`src/rtl/lsu_lane_pkg.sv`:
```
package lsu_lane_pkg;

   localparam logic [5:0] OP_LDB  = 6'd32;
   localparam logic [5:0] OP_LDH  = 6'd33;
   localparam logic [5:0] OP_LDW  = 6'd35;
   localparam logic [5:0] OP_LDBU = 6'd36;
   localparam logic [5:0] OP_LDHU = 6'd37;
   localparam logic [5:0] OP_STB  = 6'd40;
   localparam logic [5:0] OP_STH  = 6'd41;
   localparam logic [5:0] OP_STW  = 6'd43;

   typedef enum logic [1:0] {
      SZ_BYTE = 2'd0,
      SZ_HALF = 2'd1,
      SZ_WORD = 2'd2
   } acc_size_e;

   typedef struct packed {
      logic      is_mem;
      logic      is_store;
      acc_size_e size;
      logic      zext;
   } acc_ctl_t;

endpackage

```
`src/rtl/lsu_decode.sv`:
```
module lsu_decode
   import lsu_lane_pkg::*;
#(
   parameter int OFF_W = 2
) (
   input  logic [5:0]       op,
   input  logic [OFF_W-1:0] off,
   output acc_ctl_t         ctl,
   output logic             misalign
);

   always_comb begin
      ctl = '{is_mem: 1'b0, is_store: 1'b0, size: SZ_BYTE, zext: 1'b0};
      unique case (op)
         OP_LDB:  ctl = '{is_mem: 1'b1, is_store: 1'b0, size: SZ_BYTE, zext: 1'b0};
         OP_LDH:  ctl = '{is_mem: 1'b1, is_store: 1'b0, size: SZ_HALF, zext: 1'b0};
         OP_LDW:  ctl = '{is_mem: 1'b1, is_store: 1'b0, size: SZ_WORD, zext: 1'b0};
         OP_LDBU: ctl = '{is_mem: 1'b1, is_store: 1'b0, size: SZ_BYTE, zext: 1'b1};
         OP_LDHU: ctl = '{is_mem: 1'b1, is_store: 1'b0, size: SZ_HALF, zext: 1'b1};
         OP_STB:  ctl = '{is_mem: 1'b1, is_store: 1'b1, size: SZ_BYTE, zext: 1'b0};
         OP_STH:  ctl = '{is_mem: 1'b1, is_store: 1'b1, size: SZ_HALF, zext: 1'b0};
         OP_STW:  ctl = '{is_mem: 1'b1, is_store: 1'b1, size: SZ_WORD, zext: 1'b0};
         default: ;
      endcase
   end

   always_comb begin
      unique case (ctl.size)
         SZ_HALF: misalign = ctl.is_mem & off[0];
         SZ_WORD: misalign = ctl.is_mem & (|off);
         default: misalign = 1'b0;
      endcase
   end

endmodule

```
`src/rtl/lsu_store_lanes.sv`:
```
module lsu_store_lanes
   import lsu_lane_pkg::*;
#(
   parameter int DATA_W = 32,
   localparam int NB    = DATA_W / 8,
   localparam int OFF_W = $clog2(NB)
) (
   input  acc_size_e        size,
   input  logic [OFF_W-1:0] off,
   input  logic [DATA_W-1:0] src,
   output logic [NB-1:0]    be,
   output logic [DATA_W-1:0] wdata
);

   // Offset k (big-endian) lives on enable bit NB-1-k.
   for (genvar k = 0; k < NB; k++) begin : g_lane
      localparam int              BIT  = NB - 1 - k;
      localparam logic [OFF_W-1:0] KOFF = OFF_W'(k);
      localparam bit              HIGH = (k % 2) == 0;

      always_comb begin
         unique case (size)
            SZ_BYTE: begin
               wdata[8*BIT +: 8] = src[7:0];
               be[BIT]           = (off == KOFF);
            end
            SZ_HALF: begin
               wdata[8*BIT +: 8] = HIGH ? src[15:8] : src[7:0];
               be[BIT]           = ((off >> 1) == (KOFF >> 1));
            end
            default: begin
               wdata[8*BIT +: 8] = src[8*BIT +: 8];
               be[BIT]           = 1'b1;
            end
         endcase
      end
   end

endmodule

```
`src/rtl/lsu_load_extract.sv`:
```
module lsu_load_extract
   import lsu_lane_pkg::*;
#(
   parameter int DATA_W = 32,
   localparam int NB    = DATA_W / 8,
   localparam int OFF_W = $clog2(NB)
) (
   input  acc_size_e         size,
   input  logic [OFF_W-1:0]  off,
   input  logic              zext,
   input  logic [DATA_W-1:0] rdata,
   output logic [DATA_W-1:0] data
);

   logic [7:0]  lane [NB];
   logic [7:0]  sel_b;
   logic [15:0] sel_h;
   logic [OFF_W-1:0] hi_idx, lo_idx;

   for (genvar k = 0; k < NB; k++) begin : g_split
      assign lane[k] = rdata[DATA_W-1-8*k -: 8];
   end

   assign hi_idx = {off[OFF_W-1:1], 1'b0};
   assign lo_idx = {off[OFF_W-1:1], 1'b1};
   assign sel_b  = lane[off];
   assign sel_h  = {lane[hi_idx], lane[lo_idx]};

   always_comb begin
      unique case (size)
         SZ_BYTE: data = {{(DATA_W-8){~zext & sel_b[7]}}, sel_b};
         SZ_HALF: data = {{(DATA_W-16){~zext & sel_h[15]}}, sel_h};
         default: data = rdata;
      endcase
   end

endmodule

```
`src/rtl/lsu_lane_unit.sv`:
```
module lsu_lane_unit
   import lsu_lane_pkg::*;
#(
   parameter int ADDR_W = 32,
   parameter int DATA_W = 32,
   localparam int NB    = DATA_W / 8,
   localparam int OFF_W = $clog2(NB),
   localparam int WA_W  = ADDR_W - OFF_W
) (
   input  logic              clk,
   input  logic              rst_n,
   input  logic              req_valid,
   input  logic [5:0]        req_op,
   input  logic [ADDR_W-1:0] req_addr,
   input  logic [DATA_W-1:0] req_src,
   output logic [WA_W-1:0]   mem_addr,
   output logic              mem_re,
   output logic              mem_we,
   output logic [NB-1:0]     mem_be,
   output logic [DATA_W-1:0] mem_wdata,
   input  logic [DATA_W-1:0] mem_rdata,
   output logic              align_err,
   output logic              load_valid,
   output logic [DATA_W-1:0] load_data
);

   if ((DATA_W % 8) != 0 || DATA_W < 32 || (DATA_W & (DATA_W - 1)) != 0) begin : g_bad_data_w
      $error("lsu_lane_unit: DATA_W must be a power of two of at least 32");
   end
   if (ADDR_W <= OFF_W) begin : g_bad_addr_w
      $error("lsu_lane_unit: ADDR_W too small for the lane offset");
   end

   acc_ctl_t         ctl;
   logic             misalign;
   logic [OFF_W-1:0] off;
   logic [NB-1:0]    lane_be;
   logic             go;

   assign off = req_addr[OFF_W-1:0];

   lsu_decode #(.OFF_W(OFF_W)) u_dec (
      .op       (req_op),
      .off      (off),
      .ctl      (ctl),
      .misalign (misalign)
   );

   lsu_store_lanes #(.DATA_W(DATA_W)) u_st (
      .size  (ctl.size),
      .off   (off),
      .src   (req_src),
      .be    (lane_be),
      .wdata (mem_wdata)
   );

   assign go        = req_valid & ctl.is_mem & ~misalign;
   assign align_err = req_valid & misalign;
   assign mem_addr  = req_addr[ADDR_W-1:OFF_W];
   assign mem_we    = go & ctl.is_store;
   assign mem_re    = go & ~ctl.is_store;
   assign mem_be    = mem_we ? lane_be : '0;

   // Load context held for the cycle in which the memory returns data.
   logic             ld_pend;
   acc_size_e        ld_size;
   logic [OFF_W-1:0] ld_off;
   logic             ld_zext;

   always_ff @(posedge clk) begin
      if (!rst_n) begin
         ld_pend <= 1'b0;
         ld_size <= SZ_WORD;
         ld_off  <= '0;
         ld_zext <= 1'b0;
      end else begin
         ld_pend <= mem_re;
         if (mem_re) begin
            ld_size <= ctl.size;
            ld_off  <= off;
            ld_zext <= ctl.zext;
         end
      end
   end

   lsu_load_extract #(.DATA_W(DATA_W)) u_ld (
      .size  (ld_size),
      .off   (ld_off),
      .zext  (ld_zext),
      .rdata (mem_rdata),
      .data  (load_data)
   );

   assign load_valid = ld_pend;

   // a flagged request reaches memory with nothing enabled
   p_err_blocks_r8: assert property (@(posedge clk) disable iff (!rst_n)
      align_err |-> (mem_be == '0) && !mem_re && !mem_we);

   // a result appears exactly one cycle after an accepted read
   p_result_follows_read_r9: assert property (@(posedge clk) disable iff (!rst_n)
      mem_re |=> load_valid);
   p_result_has_cause_r9: assert property (@(posedge clk) disable iff (!rst_n)
      load_valid |-> $past(mem_re));

   // read and write never share a cycle; enables only with a write
   p_no_rw_overlap_r1: assert property (@(posedge clk) disable iff (!rst_n)
      !(mem_re && mem_we));
   p_be_needs_write_r1: assert property (@(posedge clk) disable iff (!rst_n)
      (mem_be != '0) |-> mem_we);

   // a write enables one lane, a lane pair, or all lanes
   p_store_lane_count_r3: assert property (@(posedge clk) disable iff (!rst_n)
      mem_we |-> ($countones(mem_be) == 1 || $countones(mem_be) == 2 ||
                  $countones(mem_be) == NB));

endmodule

```
`config.mk`:
```
export PLATFORM = sky130hd
export DESIGN_NAME = lsu_lane_unit
export DESIGN_NICKNAME = d
export VERILOG_FILES = /design/src/rtl/lsu_lane_pkg.sv /design/src/rtl/lsu_decode.sv /design/src/rtl/lsu_store_lanes.sv /design/src/rtl/lsu_load_extract.sv /design/src/rtl/lsu_lane_unit.sv
export SDC_FILE = /design/constraint.sdc
export NUM_CORES = 1
export LEC_CHECK = 0
export ABC_AREA = 1
export BUFFER_PORTS_ARGS = -buffer_cell sky130_fd_sc_hd__buf_2
export CAP_MARGIN = 20
export CELL_PAD_IN_SITES_DETAIL_PLACEMENT = 0
export CELL_PAD_IN_SITES_GLOBAL_PLACEMENT = 2
export CORE_ASPECT_RATIO = 0.9
export CORE_UTILIZATION = 12
export DETAILED_ROUTE_END_ITERATION = 7
export PLACE_DENSITY_LB_ADDON = 0.1
export SLEW_MARGIN = 40
export SYNTH_ARGS = -nofsm -noshare
export SYNTH_HDL_FRONTEND = slang
export SYNTH_SLANG_ARGS = --single-unit
```
`constraint.sdc`:
```
create_clock -name clk -period 1.6 [get_ports clk]
set_input_delay 0.16 -clock clk [delete_from_list [all_inputs] [get_ports clk]]
set_output_delay 0.16 -clock clk [all_outputs]
set_load 0.03 [all_outputs]
```
Word-level counts from Yosys, hierarchy flattened
Cells that the tools add are included.
{"block": "word_totals", "ff_bits": 6, "latch_bits": 0, "ramBits": 0, "rom_bits": 0, "in_bits": 105, "output_inout_bits": 102, "elab_cells": 62, "n_memories": 0}
{"block": "op_classes", "add_sub_neg": 0, "multipliers": 0, "div": 0, "magnitude_cmp": 3, "n_eq_ne": 14, "n_shift": 0, "muxes": 20, "bitwise_logic": 15, "n_reduce_logical": 6}
{"op": "$mux 8", "n": 8}
{"op": "$pmux 32 s2", "n": 1}
{"op": "$bmux 8 s2", "n": 3}
{"op": "$eq 6x6->1 const B", "n": 8}
{"op": "$pmux 5 s8", "n": 1}
{"op": "$pmux 8 s2", "n": 1}
{"op": "$pmux 1 s2", "n": 5}
{"op": "$and 1x1->1", "n": 9}
{"op": "$ge 3x3->1 const B", "n": 3}
{"op": "$not 2->3", "n": 3}
{"op": "$logic_not 2->1", "n": 4}
{"op": "$eq 2x1->1 const B", "n": 3}
{"op": "$eq 2x2->1 const B", "n": 3}
{"op": "$mux 4", "n": 1}
{"op": "$reduce_or 2->1", "n": 2}
{"op": "$not 1->1", "n": 3}

Logic depth before layout (Yosys ltp)
Gate-level depths: netlist of run 1.
{"block": "logic_depth", "word_depth": 8, "mapped_depth": 13, "mapped_depth_nobuf": 13}

Hierarchy
A second synthesis of run 1 with hierarchy kept.
{"block": "unflattened", "hier_cells": 354, "hier_area_um2": 2064.5}
{"mod": "lsu_load_extract", "n_inst": 1, "cells_each": 153, "area_each_um2": 842.1, "seq_area_each_um2": 0.0}
{"mod": "lsu_store_lanes", "n_inst": 1, "cells_each": 98, "area_each_um2": 559.3, "seq_area_each_um2": 0.0}
{"mod": "lsu_lane_unit", "n_inst": 1, "cells_each": 79, "area_each_um2": 536.8, "seq_area_each_um2": 120.1}
{"mod": "lsu_decode", "n_inst": 1, "cells_each": 24, "area_each_um2": 126.4, "seq_area_each_um2": 0.0}

Worst setup path after synthesis of run 1
Ideal clock, no wire load.
{"block": "synth_path", "kind": "input port to output port", "start": "input req_op[5]", "end": "output mem_be[0]", "arrival_time_ns": 1.851, "required_time_ns": 1.440, "slack_ns": -0.411, "cell_stages": 10, "n_path_buf": 2, "path_cell_list": "inv_1 nor2_4 nand4_2 clkbuf_1 ha_1 buf_2 inv_2 o21ai_0 nand2_1 a21oi_1"}
{"block": "synth_via", "elab_chain_cells": 8, "elab_cells_between_ends": 21, "cone_classes": "eq/ne: 10; mux: 4; bitwise: 6; reduce/logical: 1"}
{"item": "start: declaration", "line_no": "lsu_lane_unit.sv:13", "text": "input logic [5:0] req_op,"}
{"item": "$eq 6x6->1", "line_no": "lsu_decode.sv:14", "text": "unique case (op)"}
{"item": "$pmux 5 s8 *", "line_no": "lsu_decode.sv:14"}
{"item": "$eq 2x2->1 (tied with other cells)", "line_no": "lsu_decode.sv:28", "text": "unique case (ctl.size)"}
{"item": "$pmux 1 s2", "line_no": "lsu_decode.sv:28"}
{"item": "$not 1->1", "line_no": "lsu_lane_unit.sv:57", "text": "assign go = req_valid & ctl.is_mem & ~misalign;"}
{"item": "$and 1x1->1", "line_no": "lsu_lane_unit.sv:57"}
{"item": "$and 1x1->1", "line_no": "lsu_lane_unit.sv:60", "text": "assign mem_we = go & ctl.is_store;"}
{"item": "$mux 4 *", "line_no": "lsu_lane_unit.sv:62", "text": "assign mem_be = mem_we ? lane_be : '0;"}
{"item": "end: declaration", "line_no": "lsu_lane_unit.sv:19", "text": "output logic [NB-1:0] mem_be,"}
Every way passes the cells marked *; elsewhere a longest branch is shown, timed or not.

Worst setup path after layout of run 1
{"block": "layout_path", "start": "input req_op[4]", "end": "output mem_re"}
{"block": "layout_via", "elab_chain_cells": 7, "elab_cells_between_ends": 19, "cone_classes": "eq/ne: 10; mux: 2; bitwise: 7"}
{"item": "$eq 6x6->1", "line_no": "lsu_decode.sv:14"}
{"item": "$pmux 5 s8 *", "line_no": "lsu_decode.sv:14"}
{"item": "$eq 2x2->1 (tied with other cells)", "line_no": "lsu_decode.sv:28"}
{"item": "$pmux 1 s2", "line_no": "lsu_decode.sv:28"}
{"item": "$not 1->1", "line_no": "lsu_lane_unit.sv:57"}
{"item": "$and 1x1->1", "line_no": "lsu_lane_unit.sv:57"}
{"item": "$and 1x1->1 *", "line_no": "lsu_lane_unit.sv:61", "text": "assign mem_re = go & ~ctl.is_store;"}
{"item": "end: declaration", "line_no": "lsu_lane_unit.sv:17", "text": "output logic mem_re,"}
Marked as above.

==> flow_summary.yaml, run 1 <==
pwr:
  p_seq_share_pct: 10.4
  clockPowerShare_pct: 25.9
  p_sw_w: 0.0006723
  p_int_w: 0.0008807
  p_sw_share_pct: 43.29
  ir_drop_v: 0.0004559
  combinationalPowerShare_pct: 63.7
  p_per_area_mw_per_mm2: 451.2
  leakagePower_nw: 1.857
synthesis:
  synth.avg_cell_area_um2: 5.259
  yosys.area_share.simple_pct: 54.09
  syn-cell-area_mm2: 0.001788
  syn_inst: 340
  synth_xor_area_share_pct: 0
  synth_fa_ha_area_share_pct: 2.099
  synth-compound-area-share_pct: 9.377
  yosysWarnings: 0
  ys_types: 32
  synth_top_family_by_area: "simple AND/OR/NAND/NOR gates"
  synth_fp_nets: 448
  muxShareOfSynthArea_pct: 0.5598
  ys_seq_area_share_pct: 6.718
  ys_seq_elements: 6
global_route:
  antenna_found_initial: 0
  busiest_layer: "met2"
  grt.overflow.total: 0
  grt_pass1_wl_mm: 13.37
  use_met2_pct: 19.81
  grt_max_degree: 29
  use_met1_pct: 13.99
  use_met3_pct: 1.545
  grtUsageTotal_pct: 11.06
  grt_pass1_vias: 2525
layout:
  antenna_cells: 0
  area_growth_pct: 92.51
  fin_util_pct: 24.14
  finalNetCount: 585
  fill_cells: 1692
  drive_above_1_share_pct: 55.37
placed_design:
  place_congestion: 0.7250
  numPortBuffers: 146
  dp_hpwl_mm: 7.095
cts:
  clk_pin_slew_ps: 30
  clock_latency_ps: 230
  cts-root-buf: "clkbuf_16"
  numClockSinks: 6
  htreeDepth: 1
  cts_tree: "done"
  cts_made_buffers: 3
  cts_buffer_depth: 2
setup_path:
  crit_slowest_cell: "ha_4"
  critPathBufInv: 4
  critPathMaxStageDelay_ps: 270
  required_ps: 1440
  crit_path_cell_trace: "buf_6, nor2_4, buf_4, nand4_4, ha_4, a21oi_4, buf_6, nand2_4, nor2_4, buf_6"
  cp-start-kind: "input port"
  cp_common_cell: "buf_6"
  crit_family: "buffers and inverters"
  endpoint_kind: "output port"
  crit_type: "in2out"
  cp.arrival_ps: 1530
  worstPathMaxFanout: 4
detailed_routing:
  drcViolationCount: 0
  num_vias: 2537
  first_pass_iters: 5
  drtIter0Drc: 76
  ant_nets: 0
  routed_wl_mm: 8.791
  drt-wirelength-per-cell_um: 13.16
  drt-vias-per-instance: 3.798
sta:
  finalHoldViolations: 0
  fin_worst_skew_ps: 0
  setup-violations-final: 22
  timing.final.crit_share_pct: 105.8
  final_max_slew_viol_count: 0
  setup_slack_ps: -93.59
  worst_pin_slew_ps: 419.9
  rsz0062_at_grt: "true"
  max_freq_ghz: 0.5905
  fin_tns_setup_ps: -873.8
  relSlewSlack_pct: 72.01
  finalCriticalPeriod_ps: 1694
floorplan:
  initial_utilization_pct: 12.54
  core_area_mm2: 0.01426
  row_count: 41
  die_h_um: 117.8
  dieWidth_um: 130.7
  ios: 207
  die-area_mm2: 0.01539
job:
  cap_violations: 0
min_path:
  hp-class: "in2reg"
run_status:
  status: "finished with violations"
  violations: "negative setup slack"
## cell usage in the layout, fill, tap and decap left out, types with 5 or more instances in the layout
master / instances
a21oi_4: 5
a31oi_2: 8
buf_2: 93
buf_4: 40
buf_6: 45
inv_1: 11
inv_2: 11
nand2_1: 148
nand2_2: 7
nand2_4: 5
nand3_1: 19
nand3_2: 15
nor2_1: 17
o211ai_1: 5
## timing repair
| item | in CTS | in global routing |
|---|---|---|
| pin swaps | 9 | 5 |
| hold buffers | 0 | 0 |
| resized for setup | 115 | 43 |
| cloned | 1 | 1 |
| buffers inserted | 8 | 2 |
| setup endpoints to repair | 61 | 65 |
## per-stage QoR
step                total power [W]  cells  area, µm²  setup WS [ps]  hold slack, ps
floorplan                 0.0008244    340       1958         -47.11           244.2
global placement           0.001005    654       2781         -355.6           320.2
detailed placement        0.0009967    654       2781         -379.1           320.2
CTS                        0.001542    666       3324         -97.91           184.9
global route               0.001652    668       3442         -168.7           215.4
finish                     0.001553    668       3442         -93.59           189.0
## kinds of logic (layout without fill, tap and decap cells)
kind of cell | count (synthesis) | count (layout)
muxes | 1 | 1
AOI/OAI and AO/OA | 26 | 26
DFF | 6 | 6
buffers and inverters | 79 | 213
and+or+nand+nor | 225 | 226
adders and majority gates | 3 | 3
## cell usage after synthesis (all sizes together)
cell type	n	area (µm²)
o221ai	1	8.760
and2	1	8.760
or2	1	6.260
nor2	22	100.1
buf	49	370.3
a21oi	5	36.29
o211ai	5	37.54
clkinv	1	3.750
o21ai	7	35.03
a31oi	8	50.05
nand3	36	190.2
inv	25	96.35
clkbuf	4	15.01
dfxtp	6	120.1
mux2i	1	10.01
nand2	160	610.6
nand4	4	46.29
ha	3	37.54
nor3	1	5.000
## worst paths after layout
path                        endpoint               startpoint  cells after the start  slack (ps)
min reg2reg  ld_size[1]$_SDFFE_PN1P_  ld_size[1]$_SDFFE_PN1P_                      2         510
max reg2reg   ld_off[1]$_SDFFE_PN0P_   ld_off[1]$_SDFFE_PN0P_                      5         760
max                           mem_re                req_op[4]                     10         -90
min          ld_size[1]$_SDFFE_PN1P_                    rst_n                      2         190
## registers in the layout, summed over array words and instances (netlist names)
| register | count |
|---|---|
| ld_size | 2 |
| ld_off | 2 |
| ld_zext | 1 |
| load_valid | 1 |
## worst register-to-register path, delay by kind of cell (launching register included)
family | cells | cell delay, ps
simple gates | 3 | 170
flops | 1 | 380
buf+inv | 2 | 210
## cell type report
type / count / area (µm²) / area share [%]
Multi-Input combinational cell: 256 / 1499 / 43.55
Timing Repair Buffer: 184 / 1383 / 40.17
Tap cell: 193 / 241.5 / 7.016
Sequential cell: 6 / 128.9 / 3.744
Inverter: 26 / 115.1 / 3.344
Clock buffer: 3 / 75.07 / 2.181
## power groups by stage
stage	clock (W)	sequential, W	combinational, W
floorplan	0	0.000162	0.000663
global placement	0	0.000163	0.000842
detailed placement	0	0.000164	0.000833
CTS	0.000413	0.000161	0.000969
global route	0.000425	0.000162	0.00107
finish	0.000403	0.000161	0.000989
## per-layer routing
metal	vias up	share of wire, %	routed length [µm]
li1	1316	-	-
met1	1149	44	3840
met2	58	51	4459
met3	14	5.0	442
met4	0	0.56	49
met5	-	0	0
Note: power is estimated with default switching activity, not from simulation.
==> run 2: changes to the inputs <==
--- a/config.mk
+++ b/config.mk
@@ -11,10 +11,11 @@
 export CELL_PAD_IN_SITES_DETAIL_PLACEMENT = 0
 export CELL_PAD_IN_SITES_GLOBAL_PLACEMENT = 2
 export CORE_ASPECT_RATIO = 0.9
-export CORE_UTILIZATION = 12
+export CORE_UTILIZATION = 14
 export DETAILED_ROUTE_END_ITERATION = 7
-export PLACE_DENSITY_LB_ADDON = 0.1
+export PLACE_DENSITY_LB_ADDON = 0.05
 export SLEW_MARGIN = 40
 export SYNTH_ARGS = -nofsm -noshare
 export SYNTH_HDL_FRONTEND = slang
+export SYNTH_HIERARCHICAL = 1
 export SYNTH_SLANG_ARGS = --single-unit
==> run 2 against run 1 <==
The run still ends with negative setup slack left; synthesized area is 15% higher; first-iteration DRC count is 22% higher; combinational power up 17%; synthesized cell count grew 4.1%; critical path depth is 2 higher; largest cell class unchanged.
==> flow_summary.yaml, run 2 <==
synthesis:
  syn_inst: 354
  ys_seq_elements: 6
  syn-cell-area_mm2: 0.002064
  ys_seq_area_share_pct: 5.818
  synth_edf_count: 0
  ys_types: 26
  synth.avg_cell_area_um2: 5.832
  yosysWarnings: 6
  synth_top_area_share_pct: 26.36
  synthTopCellsByArea: "nand2_1 26%, nand3_2 18%, buf_4 15%"
  yosysTopAreaCell: "nand2_1"
  ys.flop_type: "dfxtp_1"
  ys_async_sr_fraction_pct: 0
  synth_commonest_cells: "145 x nand2_1, 41 x buf_4, 38 x nand3_2, 30 x inv_1, 14 x nor2_1"
  synth_fp_nets: 460
  synth.most_common_cell: "nand2_1"
global_route:
  grt.overflow.total: 0
  antenna_found_initial: 0
  grt_max_degree: 22
  grtUsageTotal_pct: 12.03
  grt_pass1_vias: 2658
  grt_pass1_wl_mm: 14.20
layout:
  fill_cells: 1618
  area_growth_pct: 112.5
  fin_area_mm2: 0.004387
  final_cells: 700
  layout_common_cells: "90 x nand2_1, 81 x buf_2, 71 x buf_6"
  antenna_cells: 0
  fin_util_pct: 30.87
  final_common_cell: "nand2_1"
  drive_above_1_share_pct: 69.03
  top_regs: "ld_off x2, ld_size x2"
  finalNetCount: 615
min_path:
  hp-start: "rst_n"
  hp-class: "in2reg"
placed_design:
  place_area_mm2: 0.002890
  numPortBuffers: 146
  place_congestion: 0.6702
  dp_cells: 662
  dp_hpwl_mm: 7.009
  preCtsSetupSlack_ps: -442.9
sta:
  final_max_slew_viol_count: 0
  setup_slack_ps: -161.6
  setup-violations-final: 11
  relSlewSlack_pct: 79.99
  rsz0062_at_grt: "true"
  finalCriticalPeriod_ps: 1762
  worst_pin_slew_ps: 300.2
  max_freq_ghz: 0.5677
  fin_worst_skew_ps: 0
  finalHoldViolations: 0
  timing.final.crit_share_pct: 110.1
cts:
  clock_latency_ps: 230
  htreeDepth: 1
  cts_buffer_depth: 2
  cts_made_buffers: 3
  cts_tree: "done"
  cts-root-buf: "clkbuf_16"
  numClockSinks: 6
  clk_pin_slew_ps: 30
floorplan:
  dieWidth_um: 130
  ios: 207
  core_area_mm2: 0.01421
  die-area_mm2: 0.01524
  row_count: 41
  initial_utilization_pct: 14.53
  die_h_um: 117.2
pwr:
  total_power_w: 0.001724
  ir_drop_v: 0.0002430
  p_seq_share_pct: 9.3
  p_sw_share_pct: 42.60
  combinationalPowerShare_pct: 67.2
  p_per_area_mw_per_mm2: 393.0
  p_sw_w: 0.0007345
  leakagePower_nw: 2.258
  clockPowerShare_pct: 23.5
  p_int_w: 0.0009897
detailed_routing:
  dr_wl_met2_mm: 4.589
  drt-wirelength-per-cell_um: 13.67
  drcViolationCount: 0
  drt-vias-per-instance: 3.919
  routed_wl_mm: 9.567
  met1Wirelength_mm: 4.473
  highest_layer: "met4"
  wl_met3_um: 456
  drtIter0Drc: 93
  ant_nets: 0
  num_vias: 2743
  first_pass_iters: 4
setup_path:
  cp.arrival_ps: 1600
  crit_type: "in2out"
  required_ps: 1440
  endpoint_kind: "output port"
  critPathLaunch: "req_op[4]"
  r2r_start: "ld_off[1]$_SDFFE_PN0P_"
  cp-start-kind: "input port"
  worstPathMaxFanout: 5
job:
  cap_violations: 0
run_status:
  status: "finished with violations"
  violations: "negative setup slack"
run 2: cells by family after synthesis:
group           Yosys count  synth area share (%)
buf+inv                  91                 27.51
simple gates            222                 56.67
flops                     6                 5.818
fa+ha+maj                 1                0.6060
compound gates           34                 9.394
run 2: power by group through the flow:
stage | combinational (W) | sequential (W) | clock (W)
after floorplan | 0.000668 | 0.000163 | 0
final | 0.00116 | 0.000161 | 0.000404
after detailed placement | 0.000827 | 0.000165 | 0
after global placement | 0.000830 | 0.000166 | 0
after global routing | 0.00124 | 0.000162 | 0.000421
after CTS | 0.00109 | 0.000161 | 0.000408
run 2: worst paths after layout:
path                              to  slack (ps)  depth (start not counted)
min          ld_size[1]$_SDFFE_PN1P_         180                          2
min reg2reg     ld_zext$_SDFFE_PN0P_         490                          2
max reg2reg   ld_off[1]$_SDFFE_PN0P_         550                          5
max                           mem_we        -160                         12
run 2: layout make-up:
cell class | instances | area, µm² | area share, %
Sequential cell | 6 | 132.6 | 3.023
Inverter | 35 | 165.2 | 3.765
Timing Repair Buffer | 206 | 1886 | 42.98
Tap cell | 193 | 241.5 | 5.505
Clock buffer | 3 | 75.07 | 1.711
Multi-Input combinational cell | 257 | 1887 | 43.01
run 2: what timing repair did:
| item | in CTS | in global routing |
|---|---|---|
| resized for setup | 216 | 81 |
| pin swaps | 26 | 39 |
| buffers inserted | 30 | 6 |
| endpoints found under the setup margin | 68 | 67 |
| cloned | 5 | 3 |
| hold buffers | 0 | 0 |
run 2: worst max-delay path, cell delays in order:
cell and delay (ps):
buf_6 90, nor2_4 130, nand3_2 100, a21oi_4 130
inv_2 50, ha_4 200, o21bai_4 170, a21oi_4 150
nor2_4 70, nand2_8 120, clkinvlp_4 90, buf_6 130
run 2: metrics by stage:
stage | hold slack, ps | TNS [ps]
after CTS | 184.4 | -3535
after global routing | 198.6 | -3702
after floorplan | 244.1 | -1077
final | 177.2 | -967.9
after detailed placement | 320.2 | -10460
after global placement | 320.2 | -10010
run 2: layer usage:
| metal | vias to the layer above | global-route usage (%) |
|---|---|---|
| li1 | 1390 | - |
| met1 | 1263 | 16.55 |
| met2 | 78 | 20.64 |
| met3 | 12 | 1.500 |
| met4 | 0 | 1.318 |
| met5 | - | 0 |
